File: config.mk
export PLATFORM = sky130hd
export DESIGN_NAME = row_pulse_sequencer
export DESIGN_NICKNAME = d
export VERILOG_FILES = /design/src/rtl/rps_pkg.sv /design/src/rtl/rps_frame_ctrl.sv /design/src/rtl/rps_row_engine.sv /design/src/rtl/rps_pin_decode.sv /design/src/rtl/row_pulse_sequencer.sv
export SDC_FILE = /design/constraint.sdc
export NUM_CORES = 1
export LEC_CHECK = 0
export BUFFER_PORTS_ARGS = -buffer_cell sky130_fd_sc_hd__clkbuf_2
export CAP_MARGIN = 20
export CELL_PAD_IN_SITES_DETAIL_PLACEMENT = 1
export CELL_PAD_IN_SITES_GLOBAL_PLACEMENT = 1
export CORE_UTILIZATION = 35
export CTS_BUF_LIST = sky130_fd_sc_hd__clkbuf_16
export CTS_CLUSTER_DIAMETER = 150
export DETAILED_ROUTE_END_ITERATION = 10
export GPL_TIMING_DRIVEN = 1
export HOLD_SLACK_MARGIN = 0.12
export MAX_ROUTING_LAYER = met4
export PLACE_DENSITY = 0.66
export SLEW_MARGIN = 15
export SYNTH_ARGS = -nofsm -noshare
export SYNTH_HDL_FRONTEND = slang
export SYNTH_SLANG_ARGS = --single-unit
File: constraint.sdc
create_clock -name clk -period 3.72 [get_ports clk]
set_input_delay 0.186 -clock clk [delete_from_list [all_inputs] [get_ports clk]]
set_output_delay 0.186 -clock clk [all_outputs]
set_load 0.005 [all_outputs]
File: src/rtl/rps_pkg.sv
package rps_pkg;

    parameter int CNT_W = 8;   // width of every cycle-count setting
    parameter int ROW_W = 12;  // width of row indices and row counts

    typedef enum logic [4:0] {
        PH_IDLE, PH_PRE, PH_YCLK, PH_POST, PH_PC1, PH_G1, PH_SELW, PH_SHS,
        PH_SHSH, PH_DESEL, PH_RST1, PH_GR, PH_PC2, PH_GP, PH_SHR,
        PH_SW1, PH_RST2, PH_SW2, PH_END
    } phase_e;

    typedef struct packed {
        logic [CNT_W-1:0] gap;
        logic [CNT_W-1:0] yclk_w;
        logic [CNT_W-1:0] pc_w;
        logic [CNT_W-1:0] sh_w;
        logic [CNT_W-1:0] rst_w;
        logic [ROW_W-1:0] rows;
        logic [ROW_W-1:0] integ;
        logic [ROW_W-1:0] black;
        logic             rolling;
    } cfg_t;

    typedef struct packed {
        phase_e           ph;
        logic [CNT_W-1:0] cnt;
    } eng_t;

    typedef struct packed {
        cfg_t             cfg;
        logic [ROW_W-1:0] row;
    } frm_t;

endpackage

File: src/rtl/rps_frame_ctrl.sv
module rps_frame_ctrl
    import rps_pkg::*;
(
    input  logic clk,
    input  logic rst_n,
    input  logic frame_start,
    input  logic row_adv,
    input  cfg_t cfg_in,
    output cfg_t cfg,
    output logic last_row,
    output logic rd_sync_row,
    output logic rs_sync_row,
    output logic black_row
);
    localparam logic [ROW_W-1:0] ROW_ONE = ROW_W'(1);

    frm_t f_d, f_q;
    logic [ROW_W-1:0] rs_row;

    always_comb begin
        f_d = f_q;
        if (frame_start) begin
            f_d.cfg = cfg_in;
            f_d.row = '0;
        end else if (row_adv) begin
            f_d.row = f_q.row + ROW_ONE;
        end
    end

    always_ff @(posedge clk or negedge rst_n) begin
        if (!rst_n) f_q <= '0;
        else        f_q <= f_d;
    end

    // Row on which the reset pointer is sent back to row 0
    assign rs_row      = (f_q.cfg.integ == '0) ? '0 : (f_q.cfg.rows - f_q.cfg.integ);
    assign cfg         = f_q.cfg;
    assign last_row    = ({1'b0, f_q.row} + {1'b0, ROW_ONE}) >= {1'b0, f_q.cfg.rows};
    assign rd_sync_row = (f_q.row == '0);
    assign rs_sync_row = f_q.cfg.rolling && (f_q.row == rs_row);
    assign black_row   = (f_q.row < f_q.cfg.black);

endmodule

File: src/rtl/rps_row_engine.sv
module rps_row_engine
    import rps_pkg::*;
(
    input  logic   clk,
    input  logic   rst_n,
    input  logic   run,
    input  logic   last_row,
    input  cfg_t   cfg,
    output phase_e phase,
    output logic   frame_start,
    output logic   row_adv
);
    localparam logic [CNT_W-1:0] CNT_ONE = CNT_W'(1);

    eng_t st_d, st_q;
    logic [CNT_W-1:0] dur;
    logic leave;

    // Length of the current phase, taken from the captured settings
    always_comb begin
        case (st_q.ph)
            PH_PRE, PH_POST, PH_G1, PH_SELW, PH_SHSH,
            PH_DESEL, PH_GR, PH_GP:      dur = cfg.gap;
            PH_YCLK:                     dur = cfg.yclk_w;
            PH_PC1, PH_PC2:              dur = cfg.pc_w;
            PH_SHS, PH_SHR:              dur = cfg.sh_w;
            PH_RST1, PH_RST2:            dur = cfg.rst_w;
            default:                     dur = CNT_ONE;
        endcase
    end

    // A zero length still spends one cycle in the phase
    assign leave = ({1'b0, st_q.cnt} + {1'b0, CNT_ONE}) >= {1'b0, dur};

    always_comb begin
        st_d        = st_q;
        frame_start = 1'b0;
        row_adv     = 1'b0;
        if (st_q.ph == PH_IDLE) begin
            st_d.cnt = '0;
            if (run) begin
                st_d.ph     = PH_PRE;
                frame_start = 1'b1;
            end
        end else if (!leave) begin
            st_d.cnt = st_q.cnt + CNT_ONE;
        end else begin
            st_d.cnt = '0;
            case (st_q.ph)
                PH_PRE:   st_d.ph = PH_YCLK;
                PH_YCLK:  st_d.ph = PH_POST;
                PH_POST:  st_d.ph = PH_PC1;
                PH_PC1:   st_d.ph = PH_G1;
                PH_G1:    st_d.ph = PH_SELW;
                PH_SELW:  st_d.ph = PH_SHS;
                PH_SHS:   st_d.ph = PH_SHSH;
                PH_SHSH:  st_d.ph = PH_DESEL;
                PH_DESEL: st_d.ph = PH_RST1;
                PH_RST1:  st_d.ph = PH_GR;
                PH_GR:    st_d.ph = PH_PC2;
                PH_PC2:   st_d.ph = PH_GP;
                PH_GP:    st_d.ph = PH_SHR;
                PH_SHR:   st_d.ph = cfg.rolling ? PH_SW1 : PH_END;
                PH_SW1:   st_d.ph = PH_RST2;
                PH_RST2:  st_d.ph = PH_SW2;
                PH_SW2:   st_d.ph = PH_END;
                PH_END: begin
                    if (!last_row) begin
                        st_d.ph = PH_PRE;
                        row_adv = 1'b1;
                    end else if (run) begin
                        st_d.ph     = PH_PRE;
                        frame_start = 1'b1;
                    end else begin
                        st_d.ph = PH_IDLE;
                    end
                end
                default:  st_d.ph = PH_IDLE;
            endcase
        end
    end

    always_ff @(posedge clk or negedge rst_n) begin
        if (!rst_n) st_q <= '{ph: PH_IDLE, cnt: '0};
        else        st_q <= st_d;
    end

    assign phase = st_q.ph;

    AST_IDLE_HOLD: assert property (@(posedge clk) disable iff (!rst_n)
        (st_q.ph == PH_IDLE && !run) |=> (st_q.ph == PH_IDLE));

endmodule

File: src/rtl/rps_pin_decode.sv
module rps_pin_decode
    import rps_pkg::*;
(
    input  logic   clk,
    input  logic   rst_n,
    input  phase_e phase,
    input  logic   rolling,
    input  logic   last_row,
    input  logic   rd_sync_row,
    input  logic   rs_sync_row,
    input  logic   black_row,
    output logic   row_clk,
    output logic   col_prechg,
    output logic   row_sel,
    output logic   samp_sig,
    output logic   samp_rst,
    output logic   px_reset,
    output logic   rdp_drive,
    output logic   rsp_drive,
    output logic   rdp_sync_n,
    output logic   rsp_sync_n,
    output logic   row_done,
    output logic   frame_done
);
    logic busy, sync_win;

    always_comb begin
        busy       = (phase != PH_IDLE);
        sync_win   = phase inside {PH_PRE, PH_YCLK};
        row_clk    = (phase == PH_YCLK);
        col_prechg = phase inside {PH_PC1, PH_PC2};
        row_sel    = phase inside {PH_SELW, PH_SHS, PH_SHSH};
        samp_sig   = (phase == PH_SHS);
        samp_rst   = (phase == PH_SHR);
        px_reset   = (phase inside {PH_RST1, PH_RST2}) || ((phase == PH_PC1) && black_row);
        rsp_drive  = phase inside {PH_SW1, PH_RST2, PH_SW2};
        rdp_drive  = busy && !rsp_drive;
        rdp_sync_n = !(sync_win && rd_sync_row);
        rsp_sync_n = !(sync_win && rs_sync_row);
        row_done   = (phase == PH_END);
        frame_done = (phase == PH_END) && last_row;
    end

    AST_PC_SEL_EXCL: assert property (@(posedge clk) disable iff (!rst_n)
        !(col_prechg && row_sel));
    AST_SEL_AFTER_GAP: assert property (@(posedge clk) disable iff (!rst_n)
        $rose(row_sel) |-> !$past(col_prechg));
    AST_SIG_IN_SEL: assert property (@(posedge clk) disable iff (!rst_n)
        samp_sig |-> row_sel);
    AST_RSTSAMP_DESEL: assert property (@(posedge clk) disable iff (!rst_n)
        samp_rst |-> !row_sel);
    AST_DRIVE_COMPL: assert property (@(posedge clk) disable iff (!rst_n)
        busy |-> (rdp_drive != rsp_drive));
    AST_DRIVE_LEAD: assert property (@(posedge clk) disable iff (!rst_n)
        ($rose(px_reset) && rsp_drive) |-> $past(rsp_drive));
    AST_DRIVE_TRAIL: assert property (@(posedge clk) disable iff (!rst_n)
        ($fell(px_reset) && $past(rsp_drive)) |-> rsp_drive);
    AST_FULLFRAME_NO_RSP: assert property (@(posedge clk) disable iff (!rst_n)
        !rolling |-> !rsp_drive);
    AST_SYNC_SETUP: assert property (@(posedge clk) disable iff (!rst_n)
        $rose(row_clk) |-> ($stable(rdp_sync_n) && $stable(rsp_sync_n)));
    AST_SYNC_RELEASE: assert property (@(posedge clk) disable iff (!rst_n)
        $rose(rdp_sync_n) |-> $fell(row_clk));
    AST_FRAME_IN_ROW: assert property (@(posedge clk) disable iff (!rst_n)
        frame_done |-> row_done);

endmodule

File: src/rtl/row_pulse_sequencer.sv
module row_pulse_sequencer
    import rps_pkg::*;
(
    input  logic             clk,
    input  logic             rst_n,
    input  logic             run,
    input  logic [CNT_W-1:0] cfg_gap,
    input  logic [CNT_W-1:0] cfg_yclk_w,
    input  logic [CNT_W-1:0] cfg_pc_w,
    input  logic [CNT_W-1:0] cfg_sh_w,
    input  logic [CNT_W-1:0] cfg_rst_w,
    input  logic [ROW_W-1:0] cfg_rows,
    input  logic [ROW_W-1:0] cfg_integ,
    input  logic [ROW_W-1:0] cfg_black,
    input  logic             cfg_rolling,
    output logic             row_clk,
    output logic             col_prechg,
    output logic             row_sel,
    output logic             samp_sig,
    output logic             samp_rst,
    output logic             px_reset,
    output logic             rdp_drive,
    output logic             rsp_drive,
    output logic             rdp_sync_n,
    output logic             rsp_sync_n,
    output logic             row_done,
    output logic             frame_done
);
    cfg_t   cfg_in, cfg;
    phase_e phase;
    logic   frame_start, row_adv, last_row;
    logic   rd_sync_row, rs_sync_row, black_row;

    assign cfg_in = '{gap: cfg_gap, yclk_w: cfg_yclk_w, pc_w: cfg_pc_w,
                      sh_w: cfg_sh_w, rst_w: cfg_rst_w, rows: cfg_rows,
                      integ: cfg_integ, black: cfg_black, rolling: cfg_rolling};

    rps_frame_ctrl u_frame (
        .clk(clk), .rst_n(rst_n), .frame_start(frame_start), .row_adv(row_adv),
        .cfg_in(cfg_in), .cfg(cfg), .last_row(last_row),
        .rd_sync_row(rd_sync_row), .rs_sync_row(rs_sync_row), .black_row(black_row)
    );

    rps_row_engine u_engine (
        .clk(clk), .rst_n(rst_n), .run(run), .last_row(last_row), .cfg(cfg),
        .phase(phase), .frame_start(frame_start), .row_adv(row_adv)
    );

    rps_pin_decode u_decode (
        .clk(clk), .rst_n(rst_n), .phase(phase), .rolling(cfg.rolling),
        .last_row(last_row), .rd_sync_row(rd_sync_row), .rs_sync_row(rs_sync_row),
        .black_row(black_row), .row_clk(row_clk), .col_prechg(col_prechg),
        .row_sel(row_sel), .samp_sig(samp_sig), .samp_rst(samp_rst),
        .px_reset(px_reset), .rdp_drive(rdp_drive), .rsp_drive(rsp_drive),
        .rdp_sync_n(rdp_sync_n), .rsp_sync_n(rsp_sync_n),
        .row_done(row_done), .frame_done(frame_done)
    );

endmodule

==> out/qor.yml, run 1 <==
first_global_vias: 6227
crit_required_ns: 3.97
finClkSkew_ns: 0.0129
dr_wl_met3_um: 601
cp-end-kind: "register"
hold_violations: 0
wl_mm: 20.3
p_int_mw: 4.20
wl_met1_mm: 8.64
root_buffer: "clkbuf_16"
hold_depth: 3
switching_share_pct: 42.4
grt_overflow: 0
slew_headroom_pct: 57.7
rows: 48
drive_gt1_share_pct: 27.5
grt_first_pass_wirelength_mm: 31.2
core_area_mm2: 0.0173
cts_made_buffers: 9
num_antenna_cells: 0
avgSynthCellArea_um2: 9.37
r2r-start: "u_engine.phase[0]"
netlist_top_cells_count: "102 x dfrtp_1, 93 x nand2_1, 54 x o21ai_0, 48 x inv_1, 45 x ha_1"
gp_congestion: 0.883
status: "complete, no violations"
p_leak_nw: 4.22
place_area_mm2: 0.00716
fin_ws_ns: 0.0127
synth_ff_type: "dfrtp_1"
area_delta_synth_final_pct: 40.4
tritoncts: "built"
holdPathEnd: "u_engine.phase[0]"
ys_ff_latch: 102
topRoutingLayerUsed: "met4"
p_seq_share_pct: 27.5
post-route-util_pct: 50.2
cp_max_fo: 8
arrival_ns: 3.96
yosysWarnings: 0
async_flop_share_pct: 100
pwr-share-comb_pct: 59.3
wl_per_cell_um: 18.4
start_kind: "register"
via_per_inst: 5.19
ff2ff_path_depth: 18
holdCritStartpoint: "run"
pre_cts_ws_ns: -0.0832
dp_cells: 992
h-tree-depth: 3
grt_max_degree: 77
finalInstanceArea_mm2: 0.00868
die_area_mm2: 0.0182
synthesis.nets: 786
hp-class: "input port to register"
drv_slew: 0
clkPwrFrac_pct: 13.1
powerDensity_mw_per_mm2: 839
fill_cells: 1947
fin_tns_setup_ns: 0
critPathKind: "register to register"
whs_ns: 0.211
post-route-drc-count: 0
setup_viol: 0
drt-pass1-iter-count: 6
regToRegSetupSlack_ns: 0.01
clkTransAtPathRegs_ns: 0.08
fin_crit_sh_pct: 99.7
r2r_end: "u_frame.cfg[51]"
die_h_um: 135
floorplan.initialDensity_pct: 35.7
clock_sinks: 102
antenna_found_initial: 0
dr_wl_met2_mm: 10.4
portBuffers: 91
maxCapViolCount: 0
finalPower_mw: 7.28
die_x_um: 135
fmax_mhz: 270
switching_power_mw: 3.09
route.vias.total: 5715
nNetsFinal: 997
clk-insertion-delay-late_ns: 0.37
ir_drop_uv: 364
period_minus_slack_ns: 3.71
netlist_top_cells_area: "dfrtp_1 41%, ha_1 9.1%, mux2_2 7.7%"
final_cell_count_no_fill: 1101
clockBufferDepth: 2
synth.largest_area_cell: "dfrtp_1"
synth_most_common_cell: "dfrtp_1"
synth_area_mm2: 0.00618
grt_use_total_pct: 22.8
ys_seq_area_share_pct: 41.3
first_iter_violations: 221
synth-edff-count: 0
synth_top_area_share_pct: 41.3
antenna_left: 0
rsz0062_at_grt: "yes"
dp_hpwl_mm: 13.7
synth_cells: 660
ios: 92
tightestPinTransition_ns: 0.632
yosysUniqueCellTypes: 57
==> layout by cell type, fill, tap and decap left out, types with 26 or more instances in the layout <==
master	instances
dlygate4sd3_1	78
nand2_1	92
dfrtp_1	97
ha_1	45
mux2_4	30
nor2_1	29
buf_4	51
clkbuf_2	90
nand3_1	26
inv_1	47
a21oi_1	31
o21ai_0	51
==> worst max path at each step <==
stage / from / endpoint / slack, ns / depth (start not counted)
6_report: u_engine.phase[0] / u_frame.cfg[51] / 0.01 / 18
5_1_grt: u_engine.phase[3] / u_frame.cfg[51] / -0.17 / 18
4_1_cts: u_engine.phase[3] / u_frame.cfg[75] / 0.03 / 17
3_5_place_dp: u_engine.phase[1] / u_frame.cfg[41] / -0.08 / 17
3_3_place_gp: u_engine.phase[1] / u_frame.cfg[13] / 0.0002 / 18
2_1_floorplan: u_engine.phase[0] / u_frame.cfg[13] / 0.05 / 19
==> cells by family after synthesis <==
logic type                 count (synthesis)  share of synthesized area [%]
DFF                                      102                           41.3
adders and majority gates                 46                           9.43
AOI/OAI and AO/OA                        154                           16.1
and+or+nand+nor                          208                           15.4
buffers and inverters                     80                           5.71
xor gates and xnor gates                  27                           4.05
muxes                                     43                           8.01
==> cell type report <==
cell class | instances | area, µm² | area share, %
Sequential cell | 102 | 2560 | 29.5
Timing Repair Buffer | 232 | 1890 | 21.8
Clock buffer | 9 | 225 | 2.60
Clock inverter | 7 | 63.8 | 0.735
Tap cell | 225 | 282 | 3.24
Inverter | 48 | 180 | 2.08
Multi-Input combinational cell | 478 | 3470 | 40.0
==> worst max-delay path, stage by stage, from the launching register on <==
cell and delay [ns]:
dfrtp_2 0.45, buf_4 0.17, buf_4 0.16, nor3_1 0.22, buf_4 0.23, a222oi_1 0.10, nand2_1 0.13, a21oi_2 0.05
ha_1 0.29, a21o_1 0.12, a21o_1 0.12, a21oi_2 0.05, o21a_1 0.18, o21a_1 0.21, o41ai_4 0.34, buf_4 0.20
buf_12 0.11, clkbuf_16 0.15, mux2_4 0.30
==> power by group through the flow <==
stage | Sequential [mW] | Clock [mW] | Combinational (mW)
after floorplan | 1.84 | 0 | 2.68
after global placement | 1.96 | 0 | 3.58
after detailed placement | 1.99 | 0 | 3.80
after CTS | 1.97 | 0.970 | 3.98
after global routing | 2.06 | 1.02 | 4.76
final | 2.01 | 0.956 | 4.32
==> sequential cells by signal, indices dropped and copies added (netlist names) <==
name	count
u_engine.st_q	8
u_frame.cfg	77
u_engine.phase	5
u_frame.f_q	12
==> metal layers <==
metal  global-route usage [%]  vias up
met5                        -        -
met4                     8.18        0
met3                     2.52       40
met2                     40.4      130
met1                     26.5     2818
li1                         -     2727
==> what timing repair did <==
| item | CTS | global route |
|---|---|---|
| pin swaps | 2 | 13 |
| buffers inserted | 4 | 6 |
| cloned | 3 | 3 |
| hold buffers | 78 | 0 |
| endpoints found under the hold margin | 152 | 0 |
| setup endpoints to repair | 74 | 95 |
| resized for setup | 5 | 57 |
No activity file was read; power rests on OpenSTA's default activity.
==> inputs of run 2 (changes only) <==
SETUP_SLACK_MARGIN = 0.15   (was default)
==> out/qor.yml, run 2 (synthesized netlist as in run 1, its figures left out) <==
arrival_ns: 3.72  # -0.24 ns
gp_congestion: 0.914  # +3.4%
powerDensity_mw_per_mm2: 840  # about the same
wl_per_cell_um: 18.6  # +1.1%
pre_cts_ws_ns: -0.0250  # +0.0582 ns
critPathKind: "register to register"
num_antenna_cells: 0  # unchanged
core_area_mm2: 0.0173  # unchanged
portBuffers: 91  # unchanged
fin_ws_ns: 0.240  # +0.228 ns
root_buffer: "clkbuf_16"
fmax_mhz: 287  # +6.5%
ir_drop_uv: 359  # -1.4%
fin_tns_setup_ns: 0  # unchanged
largest_register_ffs: 77  # unchanged
dp_cells: 985  # -0.71%
h-tree-depth: 3  # unchanged
crit_required_ns: 3.96  # about the same
status: "complete, no violations"
rsz0062_at_grt: "yes"
clk-insertion-delay-late_ns: 0.36  # about the same
tritoncts: "built"
post-route-util_pct: 50.9  # +0.76 points
maxCapViolCount: 0  # unchanged
die_h_um: 135  # unchanged
clkPwrFrac_pct: 13.1  # about the same
finClkSkew_ns: 0.0168  # +0.00393 ns
rows: 48  # unchanged
first_global_vias: 6075  # -2.4%
place_area_mm2: 0.00708  # -1.1%
final_cell_count_no_fill: 1110  # +0.82%
ff2ff_path_depth: 17  # -1
drt-pass1-iter-count: 5  # -1
post-route-drc-count: 0  # unchanged
grt_first_pass_wirelength_mm: 30.8  # -1.2%
clock_sinks: 102  # unchanged
antenna_found_initial: 0  # unchanged
pwr-share-comb_pct: 59.6  # +0.3 points
cts_made_buffers: 9  # unchanged
p_seq_share_pct: 27.3  # -0.2 points
final_cell_mix: "95 x dfrtp_1, 89 x clkbuf_2, 88 x nand2_1"
tightestPinTransition_ns: 0.952  # +0.320 ns
fin_crit_sh_pct: 93.5  # -6.1 points
drive_gt1_share_pct: 31.5  # +4.0 points
via_per_inst: 5.19  # about the same
period_minus_slack_ns: 3.48  # -0.228 ns
cp_max_fo: 11  # +3
floorplan.initialDensity_pct: 35.7  # unchanged
nNetsFinal: 1006  # +0.90%
area_delta_synth_final_pct: 42.5
ios: 92  # unchanged
grt_max_degree: 70  # -9.1%
setup_viol: 0  # unchanged
grt_use_total_pct: 22.4  # -0.35 points
p_leak_nw: 4.22  # about the same
switching_share_pct: 42.4  # +0.060 points
drv_slew: 0  # unchanged
switching_power_mw: 3.14  # +1.8%
r2r-start: "u_engine.phase[2]"
first_iter_violations: 262  # +19%
wl_mm: 20.6  # +1.9%
die_x_um: 135  # unchanged
hold_violations: 0  # unchanged
clkTransAtPathRegs_ns: 0.08  # about the same
route.vias.total: 5757  # +0.73%
finalPower_mw: 7.40  # +1.6%
slew_headroom_pct: 36.5  # -21 points
die_area_mm2: 0.0182  # unchanged
p_int_mw: 4.26  # +1.5%
regToRegSetupSlack_ns: 0.24  # +0.23 ns
clockBufferDepth: 2  # unchanged
holdCritStartpoint: "run"
hp-class: "input port to register"
holdPathEnd: "u_engine.phase[0]"
start_kind: "register"
antenna_left: 0  # unchanged
grt_overflow: 0  # unchanged
cp-end-kind: "register"
final_common_cell: "dfrtp_1"
dp_hpwl_mm: 13.6  # -0.42%
hold_depth: 3  # unchanged
whs_ns: 0.262  # +0.0509 ns
finalInstanceArea_mm2: 0.00881  # +1.5%
r2r_end: "u_frame.cfg[56]"
==> run 2: cell count changes in the layout (fill, tap and decap cells not counted), sizes merged <==
cell,change
buf,+7
clkbuf,+2
inv,-1
clkinv,-1
clkinvlp,+2
==> run 2: worst max-delay path by stage <==
stage	start	to	slack (ns)
5_1_grt	u_engine.phase[4]	u_frame.cfg[65]	0.06
4_1_cts	u_engine.phase[0]	u_frame.cfg[37]	0.11
6_report	u_engine.phase[2]	u_frame.cfg[56]	0.24
3_5_place_dp	u_engine.phase[0]	u_frame.cfg[22]	-0.02
2_1_floorplan	u_engine.phase[0]	u_frame.cfg[13]	0.16
3_3_place_gp	u_engine.phase[0]	u_frame.f_q[8]	0.08
==> run 2: repair_timing <==
action / CTS / global route
pin swaps: 4 / 24
setup buffers: 5 / 18
gates cloned: 1 / 7
gates resized for setup: 15 / 65
hold buffers: 77 / 1
endpoints found under the hold margin: 145 / 1
endpoints found under the setup margin: 88 / 93
==> run 2: power groups by stage <==
stage | logic, mW | clock network [mW] | registers, mW
CTS | 3.84 | 0.994 | 2.00
detailed placement | 3.65 | 0 | 2.01
global route | 4.87 | 1.02 | 2.09
floorplan | 2.68 | 0 | 1.84
global placement | 3.49 | 0 | 1.99
finish | 4.41 | 0.966 | 2.02
==> run 2: final cells by class <==
class	count	area [µm²]
clock buffer	9	225
inverter	48	183
multi-input combinational	478	3500
sequential	102	2560
timing repair buffer	241	1980
clock inverter	7	78.8
tap	225	282
fill	1953	8490
==> run 2: worst max-delay path, cell delays in order, from the launching register on <==
cell      delay (ns)
dfrtp_2         0.50
inv_4           0.12
nor3_2          0.05
or2_4           0.28
nand2_2         0.06
nand3_1         0.07
a221o_1         0.27
ha_1            0.27
nand2b_4        0.11
a21o_1          0.11
a21o_1          0.12
a21oi_2         0.05
o21a_1          0.19
o21a_1          0.21
o41ai_4         0.24
buf_6           0.20
buf_12          0.16
mux2_2          0.35
==> run 2: metal layers <==
metal  vias to the layer above  share of wire, %  global-route usage [%]
li1                       2751                 -                       -
met1                      2866                45                    27.7
met2                       117                51                    38.3
met3                        23               2.3                    2.59
met4                         0               1.7                    6.80
met5                         -                 0                       -
